File: src/rtl/sxc_pkg.sv
package sxc_pkg;
  localparam int DEF_NUM_CAUSES = 4;
  localparam int DEF_ADDR_W     = 24;
  localparam int DEF_VEC_ADDR   = 'h000008;

  // Fixed cause positions in the status vector
  localparam int CAUSE_STACK_OVF  = 0;
  localparam int CAUSE_ILLEGAL    = 1;
  localparam int CAUSE_DIV_ZERO   = 2;
  localparam int CAUSE_DIV_OVF    = 3;
endpackage

File: src/rtl/sxc_cause_bit.sv
// One sticky status flop. An event is accepted only when the bit is
// not already holding, where a same-cycle clear releases the hold.
module sxc_cause_bit (
  input  logic clk,
  input  logic rst_n,
  input  logic evt_i,
  input  logic clr_i,
  output logic set_o,
  output logic accept_o
);
  logic held;
  logic set_q;

  always_comb begin
    held     = set_q & ~clr_i;
    accept_o = evt_i & ~held;
  end

  always_ff @(posedge clk or negedge rst_n) begin
    if (!rst_n) set_q <= 1'b0;
    else        set_q <= held | evt_i;
  end

  assign set_o = set_q;
endmodule

File: src/rtl/sxc_req_ctrl.sv
// Pending-request flag for the valid/ready exception stream.
// New acceptances merge into an outstanding request; an acceptance in
// the retiring cycle keeps the request alive.
module sxc_req_ctrl (
  input  logic clk,
  input  logic rst_n,
  input  logic any_accept_i,
  input  logic ready_i,
  output logic valid_o
);
  logic valid_q;
  logic valid_d;

  always_comb begin
    valid_d = any_accept_i | (valid_q & ~ready_i);
  end

  always_ff @(posedge clk or negedge rst_n) begin
    if (!rst_n) valid_q <= 1'b0;
    else        valid_q <= valid_d;
  end

  assign valid_o = valid_q;
endmodule

File: src/rtl/sxc_unit.sv
module sxc_unit #(
  parameter int NUM_CAUSES = sxc_pkg::DEF_NUM_CAUSES,
  parameter int ADDR_W     = sxc_pkg::DEF_ADDR_W,
  parameter logic [ADDR_W-1:0] VEC_ADDR = ADDR_W'(sxc_pkg::DEF_VEC_ADDR)
) (
  input  logic                  clk,
  input  logic                  rst_n,
  input  logic [NUM_CAUSES-1:0] evt_i,
  input  logic                  clr_valid_i,
  input  logic [NUM_CAUSES-1:0] clr_mask_i,
  input  logic                  exc_ready_i,
  output logic                  exc_valid_o,
  output logic [ADDR_W-1:0]     exc_vec_o,
  output logic [NUM_CAUSES-1:0] status_o,
  output logic                  prio_override_o
);
  logic [NUM_CAUSES-1:0] clr_eff;
  logic [NUM_CAUSES-1:0] accept;
  logic                  any_accept;
  logic                  pend;

  assign clr_eff = clr_valid_i ? clr_mask_i : '0;

  for (genvar g = 0; g < NUM_CAUSES; g++) begin : g_cause
    sxc_cause_bit u_bit (
      .clk      (clk),
      .rst_n    (rst_n),
      .evt_i    (evt_i[g]),
      .clr_i    (clr_eff[g]),
      .set_o    (status_o[g]),
      .accept_o (accept[g])
    );
  end

  assign any_accept = |accept;

  sxc_req_ctrl u_req (
    .clk          (clk),
    .rst_n        (rst_n),
    .any_accept_i (any_accept),
    .ready_i      (exc_ready_i),
    .valid_o      (pend)
  );

  assign exc_valid_o     = pend;
  assign prio_override_o = pend;
  assign exc_vec_o       = pend ? VEC_ADDR : '0;
endmodule

File: config.mk
export PLATFORM = sky130hd
export DESIGN_NAME = sxc_unit
export DESIGN_NICKNAME = d
export VERILOG_FILES = /design/src/rtl/sxc_pkg.sv /design/src/rtl/sxc_cause_bit.sv /design/src/rtl/sxc_req_ctrl.sv /design/src/rtl/sxc_unit.sv
export SDC_FILE = /design/constraint.sdc
export NUM_CORES = 1
export LEC_CHECK = 0
export ABC_AREA = 1
export CORE_AREA = 2 2 45 47
export CTS_CLUSTER_DIAMETER = 30
export DETAILED_ROUTE_END_ITERATION = 8
export DIE_AREA = 0 0 47 49
export PLACE_DENSITY = 0.83
export SETUP_SLACK_MARGIN = 0.5
export SKIP_LAST_GASP = 1
export SLEW_MARGIN = 20
export SYNTH_ARGS = -nofsm -noshare
export SYNTH_HDL_FRONTEND = slang
export SYNTH_SLANG_ARGS = --single-unit
File: constraint.sdc
create_clock -name clk -period 0.8 [get_ports clk]
set_input_delay 0.08 -clock clk [delete_from_list [all_inputs] [get_ports clk]]
set_output_delay 0.08 -clock clk [all_outputs]
set_load 0.01 [all_outputs]
==> reports/results.ini, run 1 <==
[floorplanning]
core_um2=1840
initial_core_util_pct=24.4
rows=16
io_pins=42
die-height_um=49
die_x_um=47
dieArea_um2=2300

[detailed_routing]
routedWlPerCell_um=6.80
drtPass1Iterations=3
post-route-drc-count=0
dr.first_iter.drc_count=4
via_count=331
drt.antenna.violating_nets=0
vias_per_cell=3.12
routed_wl_um=721

[synth]
synth.avg_cell_area_um2=7.24
synth-seq-area-share_pct=27.9
synth_compound_area_share_pct=1.11
ys_types=7
synth_fa_ha_area_share_pct=0
yosysTopAreaCellShare_pct=48.5
synth.area.top_cells=buf_4 48%, dfrtp_1 28%, nand2_1 16%
synth_cells=62
yosysWarnings=0
synthTopCellsByCount=29 x buf_4, 19 x nand2_1, 6 x inv_1
yosys.area.top_type=buf_4
synthesis.area_um2=449
yosysMostFrequentCell=buf_4
synth_top_family_by_area=buffers and inverters
synth_mux_area_share_pct=0
synth_edf_count=0
async_flop_share_pct=100
synthFlopType=dfrtp_1
synth-simple-area-share_pct=16.7
synth_xor_area_share_pct=0
ys_seq_elements=5

[power]
p_clk_share_pct=35.6
p_comb_share_pct=28.4
p_per_area_nw_per_um2=1440
p_leak_uw=0.000314
ir_drop_v=0.000322
p_int_uw=559
p_sw_share_pct=29.7
p_seq_share_pct=36.1
power.switching_uw=236

[clocking]
worstSkewPairLatency_ns=0.24
cts_hold_buf=0
cts.sinks=5
cts-root-buf=clkbuf_4
h-tree-depth=1
post_cts_buffers=0
cts_tree=yes
cts_buffers=3
max-clock-path-buffers=2
cts.clk_slew.worst_paths_ns=0.04

[grt]
grt_max_degree=6
grt_pass1_wl_um=938
antenna_found_initial=0
busiest_layer=met2
grt.total_usage_pct=5.77
use_met2_pct=11.2
use_met3_pct=2.22
grt_use_met1_pct=3.83
overflow=0
first_global_vias=267

[cells_and_area]
utilization_pct=30.0
n_antenna_cell=0
fillers=215
area_growth_pct=23.1
stdcell_count=106
drive_gt1_share_pct=21.5
nets=92

[critical_path]
startpoint_type=flop
worst-path-buf-inv=1
cp_slowest_cell=dfrtp_1
critPathTopFamily=flip-flops
critPathMaxFanout=4
crit_chain=buf_2
max_stage_delay_ns=0.39
worstPathArrival_ns=0.77
crit_path_end_kind=primary output
required_ns=0.72
path_class=flop to primary output

[timing]
period_minus_slack_ns=0.851
setup_violations=7
maxSlewViolCount=0
max_freq_mhz=1180
grt_setup_unrepaired=true
hold_ws_ns=-0.321
worst_slack_ns=-0.0506
fin_skew_ns=0.00237
finalHoldViolations=5
period_share_pct=106

[place]
place_congestion=0.617
io_buffers=18
hpwl_um=621
dp.cells=102

[status]
status=complete, but fails checks
violations=hold timing, setup timing

[run]
drv_cap=0

[min_path]
hp-class=primary input to asynchronous set/reset pin

kinds of logic after synthesis:
logic type / Yosys count
buf+inv: 35
simple gates: 20
flops: 5
compound gates: 1
other cells: 1
area by class of cell:
class | count | area [µm²] | area share, %
multi-input combinational | 44 | 180 | 32.6
timing repair buffer | 20 | 165 | 29.9
sequential | 5 | 125 | 22.6
tap | 27 | 33.8 | 6.11
clock buffer | 4 | 26.3 | 4.75
inverter | 6 | 22.5 | 4.07
path summary, 6_finish.rpt:
kind / startpoint / to / slack, ns / cells after the start
worst max-delay path: u_req.valid_o / exc_valid_o / -0.05 / 1
worst min-delay path: rst_n / g_cause[1].u_bit.set_o / -0.32 / 1
worst max register to register: g_cause[1].u_bit.set_o / u_req.valid_o / 0.03 / 4
worst min register to register: g_cause[2].u_bit.set_o / g_cause[2].u_bit.set_o / 0.49 / 2
max in group asynchronous: rst_n / g_cause[3].u_bit.set_o / 0.92 / 1
min in group clk: clr_valid_i / g_cause[2].u_bit.set_o / 0.33 / 4
metal layers:
layer | up-vias | routed length, µm
met5 | - | 0
met1 | 138 | 204
met2 | 30 | 350
li1 | 161 | -
met4 | 0 | 12
met3 | 2 | 153
layout by cell type (no fill, tap or decap):
master,count
nor2_1,1
dfrtp_1,5
buf_2,7
conb_1,23
buf_6,1
nand2_1,15
clkbuf_4,3
dlymetal6s2s_1,1
buf_4,1
dlygate4sd2_1,1
inv_1,6
clkdlybuf4s50_1,9
nand2_2,4
a21oi_2,1
clkbuf_1,1
flip-flops by register name (all words and copies together) (netlist names):
signal               cells
g_cause.u_bit.set_o      4
u_req.valid_o            1
timing repair:
action | in CTS | in global routing
pin swaps | 3 | 3
endpoints found under the setup margin | 12 | 17
hold endpoints to repair | 0 | 5
resized for setup | 32 | 4
stage by stage:
| step | hold WS, ns | total power (µW) | setup slack (ns) | area, µm² | TNS, ns |
|---|---|---|---|---|---|
| 2_1_floorplan | -0.216 | 521 | 0.0439 | 543 | 0 |
| 3_3_place_gp | 0.314 | 531 | -0.237 | 543 | -1.69 |
| 3_5_place_dp | 0.322 | 536 | -0.268 | 543 | -1.94 |
| 4_1_cts | 0.0695 | 802 | -0.0609 | 543 | -0.329 |
| 5_1_grt | -0.292 | 849 | -0.0785 | 553 | -0.482 |
| 6_report | -0.321 | 795 | -0.0506 | 553 | -0.301 |
power groups by stage:
stage / combinational [µW] / clock, µW / sequential, µW
floorplan: 228 / 0 / 293
global placement: 243 / 0 / 288
detailed placement: 247 / 0 / 290
CTS: 223 / 294 / 286
global route: 250 / 311 / 288
finish: 225 / 283 / 287
Power figures use the tool's default switching activity.
==> run 2, diff against run 1 <==
CORE_AREA = 2 2 43 45   (was 2 2 45 47)
DIE_AREA = 0 0 45 47   (was 0 0 47 49)
GPL_ROUTABILITY_DRIVEN = 0   (was unset)
PLACE_DENSITY = 0.86   (was 0.83)
clock period = 0.84 ns   (was 0.8 ns; I/O delays follow)
==> reports/results.ini, run 2 (synthesis gave the netlist of run 1 again) <==
[status]
status=complete, but fails checks
violations=setup timing

[cells_and_area]
n_antenna_cell=0  ; unchanged
final_cell_area_um2=552  ; -0.23%
multiInputGateArea_um2=183  ; +1.4%
nets=93  ; +1.1%
layout_commonest_cell=conb_1
fillers=182  ; -15%
regArea_um2=125  ; unchanged
area_growth_pct=22.8
largest_register_ffs=4  ; unchanged
stdcell_count=97  ; -8.5%
layout_common_cells=23 x conb_1, 14 x nand2_1, 10 x clkdlybuf4s50_1
drive_gt1_share_pct=23.8  ; +2.2 points

[place]
dp.cells=93  ; -8.8%
io_buffers=18  ; unchanged
hpwl_um=604  ; -2.8%
pre_cts_ws_ns=-0.225  ; +0.0430 ns
dpl_cell_area_um2=538  ; -0.92%

[floorplanning]
die_x_um=45  ; -4.3%
rows=15  ; -1
io_pins=42  ; unchanged
dieArea_um2=2120  ; -8.2%
core_um2=1650  ; -10%
initial_core_util_pct=27.2  ; +2.8 points
die-height_um=47  ; -4.1%

[grt]
first_global_vias=259  ; -3.0%
grt_max_degree=6  ; unchanged
grt.total_usage_pct=6.87  ; +1.1 points
grt_pass1_wl_um=938  ; unchanged
overflow=0  ; unchanged
antenna_found_initial=0  ; unchanged

[critical_path]
crit_path_end_kind=primary output
cp_slowest_cell=dfrtp_1
critPathMaxFanout=4  ; unchanged
startpoint_type=flop
critPathTopFamily=flip-flops
crit_chain=buf_2
worstPathArrival_ns=0.77  ; about the same
cp.depth=1  ; unchanged
worst-path-buf-inv=1  ; unchanged
required_ns=0.76  ; +0.04 ns
path_class=flop to primary output
r2r_cells=4  ; unchanged
max_stage_delay_ns=0.39  ; about the same

[clocking]
worstSkewPairLatency_ns=0.24  ; about the same
cts-root-buf=clkbuf_4
post_cts_buffers=0  ; unchanged
h-tree-depth=1  ; unchanged
cts.clk_slew.worst_paths_ns=0.04  ; about the same
cts_tree=yes
cts_buffers=3  ; unchanged
max-clock-path-buffers=2  ; unchanged
cts.sinks=5  ; unchanged

[timing]
grt_setup_unrepaired=true
period_minus_slack_ns=0.859
setup_violations=6  ; -1
max_freq_mhz=1160
finalHoldViolations=0  ; -5
maxSlewViolCount=0  ; unchanged
fin_skew_ns=0.000462  ; -0.00191 ns
worst_slack_ns=-0.0188  ; +0.0318 ns
period_share_pct=102

[detailed_routing]
vias_per_cell=3.42  ; +9.6%
dr.first_iter.drc_count=0  ; -4
routed_wl_um=764  ; +6.0%
post-route-drc-count=0  ; unchanged
drt.antenna.violating_nets=0  ; unchanged
via_count=332  ; +0.30%
routedWlPerCell_um=7.88  ; +16%
drtPass1Iterations=1  ; -2

[run]
drv_cap=0  ; unchanged

[power]
p_leak_uw=0.000311  ; -1.2%
p_per_area_nw_per_um2=1400  ; -2.6%
ir_drop_v=0.000338  ; +5.0%

[min_path]
hp-class=primary input to asynchronous set/reset pin

==> run 2: area by class of cell <==
class | count | share of cell area, %
inverter | 6 | 4.08
sequential | 5 | 22.7
tap | 17 | 3.85
timing repair buffer | 21 | 31.5
multi-input combinational | 44 | 33.1
clock buffer | 4 | 4.76
==> run 2: final timing paths <==
| path | end | slack, ns | startpoint |
|---|---|---|---|
| min in group clk | g_cause[2].u_bit.set_o | 0.34 | clr_valid_i |
| hold / removal | g_cause[1].u_bit.set_o | 0.07 | rst_n |
| setup / recovery | exc_vec_o[3] | -0.02 | u_req.valid_o |
| hold reg to reg | g_cause[2].u_bit.set_o | 0.48 | g_cause[2].u_bit.set_o |
| setup reg to reg | u_req.valid_o | 0.06 | g_cause[1].u_bit.set_o |
| max in group asynchronous | g_cause[2].u_bit.set_o | 0.57 | rst_n |
==> run 2: per-stage QoR <==
step / hold WS [ns] / utilization (%) / setup TNS (ns) / total power (µW)
5_1_grt: 0.0731 / 33.4 / -0.344 / 841
2_1_floorplan: -0.212 / - / 0 / 496
3_3_place_gp: 0.320 / 32.6 / -1.40 / 512
4_1_cts: 0.0698 / 32.4 / -0.128 / 782
3_5_place_dp: 0.330 / 32.6 / -1.61 / 517
6_report: 0.0740 / 33.4 / -0.0579 / 773
==> run 2: timing repair <==
| item | CTS | global route |
|---|---|---|
| hold buffers | 0 | 0 |
| gates cloned | 0 | 0 |
| pin swaps | 3 | 4 |
| setup endpoints to repair | 12 | 12 |
| resized for setup | 31 | 6 |
==> run 2: power breakdown <==
part           switching (µW)  total [µW]  internal [µW]
Clock                    92.7         272            179
Sequential               12.1         273            261
Combinational             126         228            102
Total                     231         773            542
==> run 2: layer usage <==
layer	vias up	GRT usage (%)	routed length, µm
met5	-	0	0
met4	0	7.06	14
met3	2	3.46	168
met2	29	12.0	360
met1	136	5.34	220
li1	165	-	-
==> run 3, diff against run 2 <==
ABC_AREA = unset   (was 1)
CORE_AREA = 2 2 42 44   (was 2 2 43 45)
CTS_CLUSTER_SIZE = 14   (was unset)
DIE_AREA = 0 0 44 46   (was 0 0 45 47)
PLACE_DENSITY = 0.88   (was 0.86)
==> reports/results.ini, run 3 <==
[detailed_routing]
routed_wl_um=786  ; +2.9%
via_count=310  ; -6.6%
dr.first_iter.drc_count=1  ; +1
vias_per_cell=3.52  ; +2.9%
drtPass1Iterations=2  ; +1
routedWlPerCell_um=8.93  ; +13%
drt.antenna.violating_nets=0  ; unchanged
post-route-drc-count=0  ; unchanged

[timing]
finalHoldViolations=0  ; unchanged
period_minus_slack_ns=1.14  ; +0.280 ns
setup_violations=9  ; +3
max_freq_mhz=878  ; -25%
hold_ws_ns=0.0700  ; -0.00399 ns
maxSlewViolCount=0  ; unchanged
worst_slack_ns=-0.299  ; -0.280 ns
fin_skew_ns=0.00770  ; +0.00724 ns
period_share_pct=136  ; +33 points
grt_setup_unrepaired=true

[place]
hpwl_um=693  ; +15%
dp.cells=79  ; -15%
dpl_cell_area_um2=518  ; -3.7%
pre_cts_ws_ns=-0.563  ; -0.337 ns
io_buffers=18  ; unchanged

[cells_and_area]
layout_commonest_cell=conb_1
drive_gt1_share_pct=28.2  ; +4.4 points
stdcell_count=88  ; -9.3%
nets=84  ; -9.7%
area_growth_pct=29.5
largest_register_ffs=4  ; unchanged
n_antenna_cell=0  ; unchanged
final_cell_area_um2=571  ; +3.4%
fillers=180  ; -1.1%
layout_common_cells=23 x conb_1, 9 x clkdlybuf4s50_1, 5 x dfrtp_1, 5 x buf_2, 5 x buf_6

[floorplanning]
die-height_um=46  ; -2.1%
dieArea_um2=2020  ; -4.3%
initial_core_util_pct=27.3  ; +0.090 points
rows=15  ; unchanged
core_um2=1610  ; -2.3%
die_x_um=44  ; -2.2%
io_pins=42  ; unchanged

[synth]
ys_seq_elements=5  ; unchanged
synthTopCellsByCount=29 x buf_4, 5 x dfrtp_1, 3 x a21boi_1, 3 x a21o_1
synth_edf_count=0  ; unchanged
async_flop_share_pct=100  ; unchanged
synth_cells=50  ; -19%
ys_types=12  ; +5
synth.avg_cell_area_um2=8.81  ; +22%
yosysTopAreaCellShare_pct=49.4  ; +0.96 points
synth-seq-area-share_pct=28.4  ; +0.55 points
synthesis.area_um2=440  ; -1.9%
yosysWarnings=0  ; unchanged
yosys.area.top_type=buf_4
yosysMostFrequentCell=buf_4
synth.area.top_cells=buf_4 49%, dfrtp_1 28%, a21boi_1 5.1%
synthFlopType=dfrtp_1

[critical_path]
r2r_cells=3  ; -1
r2r_start=g_cause[2].u_bit.set_o
startpoint_type=flop
required_ns=0.95  ; +0.19 ns
path_class=flop to flop
worstPathArrival_ns=1.25  ; +0.48 ns
crit_path_end_kind=flop
critPathMaxFanout=2  ; -2
ff2ff_setup_slack_ns=-0.30  ; -0.36 ns
worstReg2RegEnd=u_req.valid_o

[grt]
grt_max_degree=6  ; unchanged
overflow=0  ; unchanged
grt_pass1_wl_um=1100  ; +18%
first_global_vias=276  ; +6.6%
grt.total_usage_pct=7.92  ; +1.0 points
antenna_found_initial=0  ; unchanged

[clocking]
cts.sinks=5  ; unchanged
h-tree-depth=1  ; unchanged
max-clock-path-buffers=2  ; unchanged
cts-root-buf=clkbuf_4
cts_buffers=3  ; unchanged
cts_tree=yes
worstSkewPairLatency_ns=0.24  ; about the same
cts.clk_slew.worst_paths_ns=0.05  ; about the same

[power]
p_per_area_nw_per_um2=1400  ; about the same
ir_drop_v=0.000431  ; +27%
power_uw=799  ; +3.4%
p_leak_uw=0.000295  ; -5.0%

[status]
violations=setup timing
status=complete, but fails checks

[run]
drv_cap=0  ; unchanged

[min_path]
hp-class=primary input to asynchronous set/reset pin

## run 3: repair_timing
action,in CTS,in global routing
setup buffers,2,3
hold buffers,0,0
pin swaps,0,1
endpoints found under the setup margin,12,12
resized for setup,28,9
gates cloned,0,0
endpoints found under the hold margin,0,0
## run 3: metal layers
layer / vias to the layer above / share of wire (%) / track usage (%)
met5: - / 0 / 0
met4: 0 / 0 / 5.45
met1: 140 / 30 / 6.67
met3: 0 / 12 / 2.78
li1: 149 / - / -
met2: 21 / 58 / 15.3
## run 3: metrics by stage
step	setup TNS (ns)	utilization [%]
after detailed placement	-2.56	32.1
after floorplan	-0.255	-
after global routing	-1.27	35.3
final	-1.02	35.3
after global placement	-2.32	32.1
after CTS	-0.977	33.1
## run 3: kinds of logic (layout without fill, tap and decap cells)
| kind of cell | Yosys count | count (layout) | share of synthesized area, % |
|---|---|---|---|
| buffers and inverters | 31 | 30 | 51.1 |
| other | 1 | 23 | 0.851 |
| DFF | 5 | 5 | 28.4 |
| AOI/OAI and AO/OA | 8 | 8 | 13.4 |
| and+or+nand+nor | 5 | 5 | 6.25 |
## run 3: how the worst max path moves through the flow
stage                                 from             to  depth (start not counted)  slack, ns
floorplan                    u_req.valid_o  u_req.valid_o                          3      -0.22
finish              g_cause[2].u_bit.set_o  u_req.valid_o                          3      -0.30
global route        g_cause[2].u_bit.set_o  u_req.valid_o                          3      -0.34
global placement               clr_valid_i  u_req.valid_o                          4      -0.54
CTS                 g_cause[2].u_bit.set_o  u_req.valid_o                          3      -0.32
detailed placement             clr_valid_i  u_req.valid_o                          4      -0.56
## run 3: final cells by class
| class | count | area (µm²) | share of cell area [%] |
|---|---|---|---|
| timing repair buffer | 24 | 214 | 37.5 |
| multi-input combinational | 36 | 176 | 30.9 |
| sequential | 5 | 125 | 21.9 |
| clock buffer | 4 | 26.3 | 4.61 |
| tap | 17 | 21.3 | 3.73 |
| inverter | 2 | 7.51 | 1.32 |
## run 3: report_power, final
group          switching [µW]  internal, µW  leakage [µW]
combinational             115           129      0.000230
sequential               15.4           261     0.0000503
clock                    99.7           180     0.0000150
total                     230           569      0.000295
## run 3: critical path: stages, from the launching register on
cell and delay (ns):
dfrtp_1 0.35, a21boi_2 0.18, o22ai_1 0.09, or4_1 0.40
